--- src/rtl/kmask_pkg.sv ---
package kmask_pkg;

    typedef enum logic [3:0] {
        KOP_ADD    = 4'd0,
        KOP_AND    = 4'd1,
        KOP_ANDN   = 4'd2,
        KOP_OR     = 4'd3,
        KOP_XOR    = 4'd4,
        KOP_XNOR   = 4'd5,
        KOP_NOT    = 4'd6,
        KOP_SHL    = 4'd7,
        KOP_SHR    = 4'd8,
        KOP_MOV    = 4'd9,
        KOP_TEST   = 4'd10,
        KOP_ORTEST = 4'd11
    } kop_e;

    typedef enum logic {
        ST_QUIET = 1'b0,
        ST_FRESH = 1'b1
    } fstate_e;

    function automatic logic kop_is_test(input logic [3:0] code);
        return (code == KOP_TEST) || (code == KOP_ORTEST);
    endfunction

    function automatic logic kop_writes_result(input logic [3:0] code);
        return code <= KOP_MOV;
    endfunction

endpackage

--- src/rtl/kmask_bitop.sv ---
module kmask_bitop
    import kmask_pkg::*;
#(
    parameter int MW = 16
) (
    input  logic [3:0]    op,
    input  logic [MW-1:0] a,
    input  logic [MW-1:0] b,
    input  logic [MW-1:0] act_mask,
    output logic [MW-1:0] y
);

    logic [MW-1:0] raw;

    always_comb begin
        case (op)
            KOP_ADD:  raw = a + b;
            KOP_AND:  raw = a & b;
            KOP_ANDN: raw = (~a) & b;
            KOP_OR:   raw = a | b;
            KOP_XOR:  raw = a ^ b;
            KOP_XNOR: raw = ~(a ^ b);
            KOP_NOT:  raw = ~a;
            KOP_MOV:  raw = a;
            default:  raw = '0;
        endcase
        y = raw & act_mask;
    end

endmodule

--- src/rtl/kmask_shift.sv ---
module kmask_shift #(
    parameter int MW   = 16,
    parameter int SH_W = 5
) (
    input  logic [MW-1:0]   a,
    input  logic [SH_W-1:0] shamt,
    input  logic [SH_W:0]   act_width,
    input  logic            to_right,
    input  logic [MW-1:0]   act_mask,
    output logic [MW-1:0]   y
);

    logic          out_of_range;
    logic [MW-1:0] a_m;
    logic [MW-1:0] shifted;

    assign a_m          = a & act_mask;
    assign out_of_range = {1'b0, shamt} >= act_width;
    assign shifted      = to_right ? (a_m >> shamt) : (a_m << shamt);
    assign y            = out_of_range ? '0 : (shifted & act_mask);

endmodule

--- src/rtl/kmask_flags.sv ---
module kmask_flags #(
    parameter int MW = 16
) (
    input  logic [MW-1:0] a,
    input  logic [MW-1:0] b,
    input  logic [MW-1:0] act_mask,
    input  logic          or_mode,
    output logic          zf_n,
    output logic          cf_n
);

    logic [MW-1:0] t_and;
    logic [MW-1:0] t_andn;
    logic [MW-1:0] t_or;

    assign t_and  = a & b & act_mask;
    assign t_andn = (~a) & b & act_mask;
    assign t_or   = (a | b) & act_mask;

    always_comb begin
        if (or_mode) begin
            zf_n = (t_or == '0);
            cf_n = (t_or == act_mask);
        end else begin
            zf_n = (t_and == '0);
            cf_n = (t_andn == '0);
        end
    end

endmodule

--- src/rtl/kmask_alu.sv ---
module kmask_alu
    import kmask_pkg::*;
#(
    parameter int MW    = 16,
    parameter int NW    = 8,
    parameter int RES_W = 64,
    parameter int SH_W  = 5
) (
    input  logic             clk,
    input  logic             rst_n,
    input  logic             op_valid,
    input  logic [3:0]       opcode,
    input  logic             wide,
    input  logic [MW-1:0]    src_a,
    input  logic [MW-1:0]    src_b,
    input  logic [SH_W-1:0]  shamt,
    output logic [RES_W-1:0] result,
    output logic             zf,
    output logic             cf,
    output logic             flag_valid
);

    localparam int PAD_W = RES_W - MW;

    logic [MW-1:0] act_mask;
    logic [SH_W:0] act_width;
    logic [MW-1:0] bit_y;
    logic [MW-1:0] sh_y;
    logic [MW-1:0] nxt_res;
    logic          zf_n;
    logic          cf_n;
    logic          is_shift;
    logic          res_we;
    logic          flag_we;
    logic [MW-1:0] res_q;
    fstate_e       state;
    fstate_e       state_nxt;

    for (genvar i = 0; i < MW; i++) begin : g_mask
        assign act_mask[i] = wide | (i < NW);
    end

    assign act_width = wide ? (SH_W+1)'(MW) : (SH_W+1)'(NW);

    kmask_bitop #(.MW(MW)) i_bitop (
        .op       (opcode),
        .a        (src_a),
        .b        (src_b),
        .act_mask (act_mask),
        .y        (bit_y)
    );

    kmask_shift #(.MW(MW), .SH_W(SH_W)) i_shift (
        .a         (src_a),
        .shamt     (shamt),
        .act_width (act_width),
        .to_right  (opcode == KOP_SHR),
        .act_mask  (act_mask),
        .y         (sh_y)
    );

    kmask_flags #(.MW(MW)) i_flags (
        .a        (src_a),
        .b        (src_b),
        .act_mask (act_mask),
        .or_mode  (opcode == KOP_ORTEST),
        .zf_n     (zf_n),
        .cf_n     (cf_n)
    );

    assign is_shift = (opcode == KOP_SHL) || (opcode == KOP_SHR);
    assign nxt_res  = is_shift ? sh_y : bit_y;
    assign res_we   = op_valid && kop_writes_result(opcode);
    assign flag_we  = op_valid && kop_is_test(opcode);

    always_ff @(posedge clk) begin
        if (!rst_n) begin
            res_q <= '0;
            zf    <= 1'b0;
            cf    <= 1'b0;
        end else begin
            if (res_we) begin
                res_q <= nxt_res;
            end
            if (flag_we) begin
                zf <= zf_n;
                cf <= cf_n;
            end
        end
    end

    assign result = {{PAD_W{1'b0}}, res_q};

    // Flag-valid sequencer: state register
    always_ff @(posedge clk) begin
        if (!rst_n) begin
            state <= ST_QUIET;
        end else begin
            state <= state_nxt;
        end
    end

    // Transitions GO_FRESH / GO_QUIET
    always_comb begin
        unique case (state)
            ST_QUIET: state_nxt = flag_we ? ST_FRESH : ST_QUIET;
            ST_FRESH: state_nxt = flag_we ? ST_FRESH : ST_QUIET;
            default:  state_nxt = ST_QUIET;
        endcase
    end

    // Outputs
    always_comb begin
        unique case (state)
            ST_FRESH: flag_valid = 1'b1;
            default:  flag_valid = 1'b0;
        endcase
    end

endmodule

--- config.mk ---
export PLATFORM = sky130hd
export DESIGN_NAME = kmask_alu
export DESIGN_NICKNAME = d
export VERILOG_FILES = /design/src/rtl/kmask_pkg.sv /design/src/rtl/kmask_bitop.sv /design/src/rtl/kmask_shift.sv /design/src/rtl/kmask_flags.sv /design/src/rtl/kmask_alu.sv
export SDC_FILE = /design/constraint.sdc
export NUM_CORES = 1
export LEC_CHECK = 0
export ABC_AREA = 1
export BUFFER_PORTS_ARGS = -buffer_cell sky130_fd_sc_hd__buf_2
export CORE_UTILIZATION = 57
export CTS_CLUSTER_SIZE = 20
export DETAILED_ROUTE_END_ITERATION = 6
export PLACE_DENSITY = 0.86
export SYNTH_ARGS = -nofsm -noshare
export SYNTH_HDL_FRONTEND = slang
export SYNTH_SLANG_ARGS = --single-unit
--- constraint.sdc ---
create_clock -name clk -period 2.1 [get_ports clk]
set_clock_uncertainty 0.05 [all_clocks]
set_input_delay 0.105 -clock clk [delete_from_list [all_inputs] [get_ports clk]]
set_output_delay 0.105 -clock clk [all_outputs]
set_load 0.01 [all_outputs]
==> out/qor.txt, run 1 <==
Final antenna-violating net count -> 0
Min-Delay Path Class -> input pin to register
Post-synth top area share -> 0.205
Min Tclk post-route -> 1790 ps
TritonCTS clock tree -> yes
CTS Sinks -> 19
Vias in the first global route -> 5630
Critical path capture point type -> register
CTS buffer count -> 3
Insertion delay of the later-clocked pin in the worst-skew pair -> 260 ps
Starting density of the core -> 0.587
Worst Hold Path EP -> res_q[1]
Mean post-synth cell area -> 5.54 um2
Rel. slew slack -> 0.524
Root Driver -> clkbuf_8
Die area -> 9360 um2
Routed WL -> 19000 um
Leading cell types by total area after synthesis -> nand2_1 21%, nand3_1 13%, ha_1 12%
Postcts setup bufs -> 0
Antenna diodes -> 0
Vias -> 6406
Pwr dens -> 323 nW/um2
Clock Pin Slew Worst Setup and Hold Paths -> 80 ps
Share of layout cells above drive strength 1 -> 0.122
Total congestion overflow -> 0
Avg WL per Cell -> 17.3 um
Post-synth top area cell -> nand2_1
Final nets -> 1088
Hold depth -> 3
Worst r2r path cells -> 2
Drt via density -> 5.83
Port Buffers -> 63
Register area -> 380 um2
RSZ-0062 raised after global routing -> false
Initial drt markers -> 701
Core Area -> 8720 um2
Crit path arrival time -> 1890 ps
Post-synth top cells -> 280 x nand2_1, 128 x nand3_1, 109 x inv_1
Multi-input logic area -> 3900 um2
HP Start -> rst_n
First-pass GRT wire length -> 29900 um
Area added between synthesis and finish -> 6.97%
GR Util All Layers -> 0.398
RR Endpoint -> cf
Ys async rst share -> 0
Dpl hpwl -> 15400 um
WP data required -> 2200 ps
Worst slew pin tran -> 705 ps
CTS Buffer Depth -> 2
I/O Pins -> 112
Register area share after synthesis -> 0.0744
Setup violators final -> 0
Top-count cell post-synth -> nand2_1
Final hold vios -> 0
Number of H-tree levels -> 1
Post-synth top flop -> dfxtp_1
Post-synthesis register bit count -> 19
Antenna violations before repair -> 0
Largest net degree at the start of global routing -> 28
Reg-to-reg setup timing slack -> 1330 ps
Num rows -> 34
CP max FO -> 5
# DRC -> 1
Fmax -> 558 MHz
Crit start category -> input pin
Max IR drop VDD -> 188 uV
Pins Over Slew Limit -> 0
Leakage power -> 0.00300 uW
Die Wd -> 96.7 um
Status -> finished with violations
Failing checks -> DRC
Hold buffer count at cts -> 0
Warnings from Yosys -> 0
Max cap viols -> 0
Cell Area, Synth -> 5110 um2
DRT Pass-1 Iters -> 7
WS Path Type -> input pin to register
Synthesized netlist cell count -> 923
Final-layout fill cell count -> 954
DIE HEIGHT -> 96.7 um
Distinct cells, synth -> 45
PostCTS Resize Cnt -> 0
Worst r2r src -> cf
Number of synthesized flops with an enable pin -> 0
TNS Setup -> 0 ps
Routability-driven placement congestion ratio -> 1.05
Final worst path period share -> 0.853
Hold slack -> 133 ps
-- how the worst max path moves through the flow --
stage / start / end / slack, ps / depth (start not counted)
2_1_floorplan: shamt[3] / res_q[11] / 260 / 15
3_3_place_gp: src_a[0] / res_q[4] / 120 / 10
3_5_place_dp: src_a[0] / res_q[2] / 70 / 8
4_1_cts: src_a[0] / res_q[2] / 340 / 8
5_1_grt: src_a[0] / res_q[6] / 190 / 11
6_report: src_a[0] / res_q[2] / 310 / 8
-- report_power, final --
| group | leakage, uW | total (uW) | switching [uW] | internal [uW] |
|---|---|---|---|---|
| clock | 0.0000255 | 275 | 142 | 133 |
| sequential | 0.000155 | 393 | 13.2 | 380 |
| combinational | 0.00282 | 1100 | 753 | 346 |
-- cell usage in the layout (no fill, tap or decap), types with 16 or more instances in the layout --
| cell type | netlist | layout |
|---|---|---|
| nand3_1 | 128 | 128 |
| nand4_1 | 16 | 16 |
| a21oi_1 | 45 | 45 |
| conb_1 | 1 | 48 |
| buf_2 | 12 | 63 |
| nor3_1 | 16 | 16 |
| dfxtp_1 | 19 | 19 |
| nand2_1 | 280 | 280 |
| ha_1 | 50 | 50 |
| inv_1 | 109 | 109 |
| nor2_1 | 49 | 49 |
| o21ai_0 | 45 | 45 |
| buf_4 | 53 | 31 |
-- cell type report --
class,count,area share
timing repair buffer,94,0.100
tap,108,0.0247
clock buffer,3,0.00755
clock inverter,1,0.000915
inverter,120,0.0846
sequential,19,0.0695
multi-input combinational,754,0.713
-- registers in the layout, indices dropped and copies added, names as in the netlist --
name   flops
res_q     16
cf         1
zf         1
state      1
-- kinds of logic (layout without fill, tap and decap cells) --
group,after synthesis,count (layout),synth area share
DFF,19,19,0.0744
other,1,48,0.000733
and+or+nand+nor,516,516,0.445
AOI/OAI and AO/OA,139,139,0.156
adders and majority gates,51,51,0.126
buffers and inverters,197,218,0.198
-- metrics by stage --
step                total power [uW]  std cells   util  setup slack [ps]  area [um2]
finish                          1770       1099  0.627               308        5470
CTS                             1720       1099  0.627               343        5470
global route                    1890       1099  0.627               189        5470
global placement                1460       1095  0.622               119        5430
detailed placement              1460       1095  0.622              67.9        5430
floorplan                       1180        970      -               260        5290
-- worst max-delay path: stages --
cell and delay (ps):
buf_2 140, ha_1 260, fa_1 450, or2_2 320
a32oi_1 190, nand2_1 70, nor3_1 250, a21oi_1 110
-- layer usage --
metal | up-vias | track usage | wire [um]
li1 | 3084 | - | -
met1 | 2775 | 0.560 | 7950
met2 | 483 | 0.604 | 8080
met3 | 64 | 0.0658 | 2220
met4 | 0 | 0.155 | 797
met5 | - | 0 | 0
Power figures use the tool's default switching activity.
==> run 2: changes to the inputs <==
MAX_ROUTING_LAYER = met4   (was default)
==> run 2 against run 1 <==
The flow now finishes without violations. Design area rose by 0.98%. Sequential share of layout area shrank 0.068 points. Power grew 0.40%. Sequential cell count unchanged. Global-route usage up 2.0 points. Sequential power hardly changed. Via count grew 1.0%. Largest cell class unchanged. Critical endpoint is now res_q[15]. Utilization increased by 0.62 points. Combinational power about the same.
==> out/qor.txt, run 2 (synthesized netlist as in run 1, its figures left out) <==
Number of H-tree levels -> 1
Insertion delay of the later-clocked pin in the worst-skew pair -> 260 ps
Postcts setup bufs -> 0
DP Worst Slack -> 73.6 ps
PnR worst setup slack -> 299 ps
Slowest cell on crit path -> ha_1
Hold slack -> 161 ps
Placed cell count -> 1099
Setup violators final -> 0
Max IR drop VDD -> 199 uV
TNS Setup -> 0 ps
Final nets -> 1092
Non-filler instance count after layout -> 1103
Drt via density -> 5.87
Min Tclk post-route -> 1800 ps
Antenna diodes -> 0
Area added between synthesis and finish -> 8.02%
Reg with most FFs -> res_q
Dpl hpwl -> 15400 um
DRT Pass-1 Iters -> 6
Root Driver -> clkbuf_8
Vias in the first global route -> 5758
CP most frequent cell -> nand2_1
TritonCTS clock tree -> yes
Largest net degree at the start of global routing -> 21
Critical Path Max Stage Delay -> 390 ps
Final antenna-violating net count -> 0
Core Area -> 8720 um2
Pins Over Slew Limit -> 0
Area of placed instances -> 5480 um2
WP data required -> 2200 ps
Final hold vios -> 0
CTS Sinks -> 19
Num rows -> 34
Reg-to-reg setup timing slack -> 1350 ps
Final worst path period share -> 0.858
Worst slew pin tran -> 704 ps
Vias -> 6472
CTS buffer count -> 3
Clock Pin Slew Worst Setup and Hold Paths -> 70 ps
Antenna violations before repair -> 0
Min-Delay Path Class -> input pin to register
Pwr dens -> 321 nW/um2
Design Area, Final -> 5530 um2
# DRC -> 0
Routability-driven placement congestion ratio -> 1.08
GR Util All Layers -> 0.418
Leakage power -> 0.00302 uW
Die Wd -> 96.7 um
Avg WL per Cell -> 17.3 um
Total congestion overflow -> 0
WP buf/inv -> 3
Routed WL -> 19100 um
RSZ-0062 raised after global routing -> false
HP Start -> rst_n
Status -> complete, no violations
Initial drt markers -> 602
CP cell instances -> buf_2 -> inv_1 -> ha_1 -> inv_1 -> nor3_1 -> and2_1 -> nand2_1 -> nand2_1 -> nand2_1 -> nand3_1 -> nand3_1 -> nand2_1 -> a21oi_1
Starting density of the core -> 0.587
Critical path capture point type -> register
Top delay family on crit path -> simple AND/OR/NAND/NOR gates
Max cap viols -> 0
PostCTS Resize Cnt -> 0
CP max FO -> 6
WS Path Type -> input pin to register
First-pass GRT wire length -> 30300 um
Fmax -> 555 MHz
Most common cell after layout, fill and taps aside -> nand2_1
Worst r2r src -> res_q[2]
DIE HEIGHT -> 96.7 um
Max FFs per register -> 16
Hold buffer count at cts -> 0
Share of layout cells above drive strength 1 -> 0.125
Commonest cells after routing, fill and taps aside -> 280 x nand2_1, 128 x nand3_1, 109 x inv_1, 63 x buf_2, 50 x ha_1
Crit start category -> input pin
Crit path arrival time -> 1900 ps
Die area -> 9360 um2
Rel. slew slack -> 0.524
CTS Buffer Depth -> 2
Port Buffers -> 63
I/O Pins -> 112
Setup crit start -> src_a[14]
## run 2: changes by cell type in the layout (fill, tap and decap cells not counted)
cell	before	now
buf_4	31	33
buf_12	0	2
clkinv_2	1	0
clkbuf_1	0	1
## run 2: layout make-up
| class | instances | area, um2 |
|---|---|---|
| Tap cell | 108 | 135 |
| Timing Repair Buffer | 98 | 603 |
| Inverter | 120 | 463 |
| Clock buffer | 4 | 45.0 |
| Multi-Input combinational cell | 754 | 3900 |
| Sequential cell | 19 | 380 |
| Fill cell | 930 | 3200 |
## run 2: where the power goes
group	leakage (uW)	internal (uW)	switching, uW
clock network	0.0000228	135	128
registers	0.000155	380	11.9
logic	0.00285	354	765
total	0.00302	869	906
## run 2: metrics by stage
step / utilization / total power, uW
after floorplan: - / 1180
after CTS: 0.634 / 1740
after detailed placement: 0.628 / 1470
after global placement: 0.628 / 1470
final: 0.634 / 1770
after global routing: 0.634 / 1910
## run 2: final timing paths
kind / endpoint / cells after the start
setup / recovery: res_q[15] / 13
hold / removal: cf / 3
setup reg to reg: res_q[2] / 2
hold reg to reg: res_q[7] / 2
## run 2: per-layer routing
layer  share of wire  up-vias  track usage  routed length, um
li1                -     3094            -                  -
met1            0.43     2826        0.573               8130
met2            0.41      477        0.615               7810
met3            0.12       75       0.0614               2240
met4           0.048        0        0.165                921
met5               0        -            -                  0
## run 2: tightest hold or removal path: cells and delay by family
kind / cells / cell delay (ps)
buffers and inverters: 1 / 180
AO/OA/AOI/OAI: 2 / 140
==> run 3: changes to the inputs <==
CORE_UTILIZATION = 53   (was 57)
PLACE_DENSITY = 0.83   (was 0.86)
SYNTH_HIERARCHICAL = 1   (was default)
clock period = 1.6 ns   (was 2.1 ns; I/O delays follow)
==> run 3 against run 2 <==
The flow now finishes with violations (setup timing). Critical path type unchanged. Synthesized area grew 19%. Sequential cell count stayed put. Global-route usage fell by 2.1 points. Utilization increased by 12 points.
==> out/qor.txt, run 3 <==
Vias in the first global route -> 7553
Clk network pwr share -> 0.158
Dpl hpwl -> 17800 um
DIE HEIGHT -> 109 um
Top delay family on crit path -> simple AND/OR/NAND/NOR gates
Initial drt markers -> 859
Pins Over Slew Limit -> 0
Net Sw Power -> 1580 uW
Failing checks -> setup timing
Min Tclk post-route -> 1650 ps
Die area -> 11900 um2
Post-synth top cells -> 365 x nand2_1, 218 x nand3_1, 147 x inv_1
Root Driver -> clkbuf_16
Max IR drop VDD -> 589 uV
CP most frequent cell -> nand3_1
Comb power frac -> 0.683
Register area share after synthesis -> 0.0625
Reg with most FFs -> res_q
Post-synthesis register bit count -> 19
Worst slew pin tran -> 495 ps
Top-count cell post-synth -> nand2_1
Int Power -> 1710 uW
Reg-to-reg setup timing slack -> 770 ps
TritonCTS clock tree -> yes
CP max FO -> 3
Post-synth top area cell -> nand2_1
Antenna diodes -> 0
RSZ-0062 raised after global routing -> true
Critical path capture point type -> register
WP data required -> 1750 ps
Final hold vios -> 0
Drt via density -> 5.48
Die Wd -> 109 um
CTS buffer count -> 3
Pwr dens -> 398 nW/um2
Hold buffer count at cts -> 0
Tot Pwr -> 3290 uW
Switching Share -> 0.481
Final worst path period share -> 1.03
Fin util -> 0.749
Port Buffers -> 63
First-pass GRT wire length -> 35900 um
Vias -> 8526
Ys async rst share -> 0
Setup violators final -> 3
Critical Path Max Stage Delay -> 410 ps
Min-Delay Path Class -> input pin to register
# DRC -> 0
Num rows -> 38
DP Worst Slack -> -400 ps
CP cell instances -> buf_6 -> ha_4 -> inv_2 -> fa_2 -> inv_4 -> nand3_4 -> nand3_4 -> nand3_2 -> nand4_1 -> nand3_1 -> a21boi_2 -> nand3_1 -> nand3_1 -> nand2_1 -> inv_1
Synthesized netlist cell count -> 1177
Post-synth top flop -> dfxtp_1
Non-filler instance count after layout -> 1556
Most common cell after layout, fill and taps aside -> nand2_1
I/O Pins -> 112
Status -> finished with violations
PnR worst setup slack -> -49.3 ps
Max FFs per register -> 16
Placed cell count -> 1546
Slowest cell on crit path -> fa_2
Insertion delay of the later-clocked pin in the worst-skew pair -> 250 ps
Avg WL per Cell -> 15.3 um
Total congestion overflow -> 0
Post-synth top area share -> 0.225
Distinct cells, synth -> 43
Final antenna-violating net count -> 0
Crit start category -> input pin
TNS Setup -> -87.9 ps
CTS Sinks -> 19
Routed WL -> 23800 um
Routability-driven placement congestion ratio -> 1.04
Number of H-tree levels -> 1
Largest net degree at the start of global routing -> 34
Warnings from Yosys -> 6
Cell Area, Synth -> 6090 um2
GR Util All Layers -> 0.397
Mean post-synth cell area -> 5.17 um2
Crit path arrival time -> 1800 ps
Antenna violations before repair -> 0
Core Area -> 11000 um2
Leading cell types by total area after synthesis -> nand2_1 23%, nand3_1 18%, inv_1 9.1%
Sequential share of power -> 0.159
Final nets -> 1499
Max cap viols -> 0
Area added between synthesis and finish -> 35.6%
Starting density of the core -> 0.552
Leakage power -> 0.00454 uW
Commonest cells after routing, fill and taps aside -> 339 x nand2_1, 202 x nand3_1, 137 x buf_4, 129 x inv_1, 113 x conb_1
CTS Buffer Depth -> 2
Rel. slew slack -> 0.668
WS Path Type -> input pin to register
Clock Pin Slew Worst Setup and Hold Paths -> 60 ps
WP buf/inv -> 4
Fmax -> 606 MHz
Number of synthesized flops with an enable pin -> 0
Share of layout cells above drive strength 1 -> 0.268
DRT Pass-1 Iters -> 6
## run 3: final timing paths
kind                     to  depth (start not counted)  startpoint
hold reg to reg          cf                          2          cf
setup reg to reg   res_q[3]                          4    res_q[3]
setup / recovery  res_q[12]                         15    src_a[0]
hold / removal           zf                          3       rst_n
## run 3: power groups by stage
stage	Combinational, uW	Sequential, uW	Clock, uW
finish	2250	522	518
global placement	1890	530	0
floorplan	1220	545	0
CTS	1980	522	519
detailed placement	1920	531	0
global route	2450	525	548
## run 3: worst register-to-register path, delay by kind of cell (launching register included)
| kind | cells | cell delay (ps) |
|---|---|---|
| and+or+nand+nor | 1 | 120 |
| AOI/OAI and AO/OA | 1 | 160 |
| buffers and inverters | 2 | 120 |
| DFF | 1 | 330 |
## run 3: layout make-up
class / instances / area, um2
flip-flops and latches: 19 / 380
inverters: 163 / 629
fillers: 913 / 2770
clock inverters: 1 / 5.00
repair buffers: 209 / 1530
clock buffers: 3 / 75.1
multi-input cells: 1021 / 5460
well taps: 140 / 175
## run 3: routing by layer
layer	wire length, um	track usage
met5	0	-
met4	1450	0.205
met3	2350	0.0604
met2	10900	0.645
met1	9050	0.474
## run 3: repair_timing
action	in CTS	in global routing
buffers inserted	4	2
setup endpoints to repair	12	18
pin swaps	10	45
gates resized for setup	29	125
## run 3: through the flow
step                      hold slack [ps]  instance area [um2]
after global routing                 41.1                 8260
after floorplan                       168                 6570
after global placement                303                 7560
after CTS                            33.8                 7780
final                                33.2                 8260
after detailed placement              305                 7560
## run 3: cells by family (layout without fill, tap and decap cells)
family	after synthesis	in the layout	share of synthesized area
and+or+nand+nor	742	742	0.540
buffers and inverters	248	376	0.200
adders and majority gates	37	37	0.0773
DFF	19	19	0.0625
other	2	113	0.00123
AOI/OAI and AO/OA	128	128	0.118
xor gates and xnor gates	1	1	0.00144
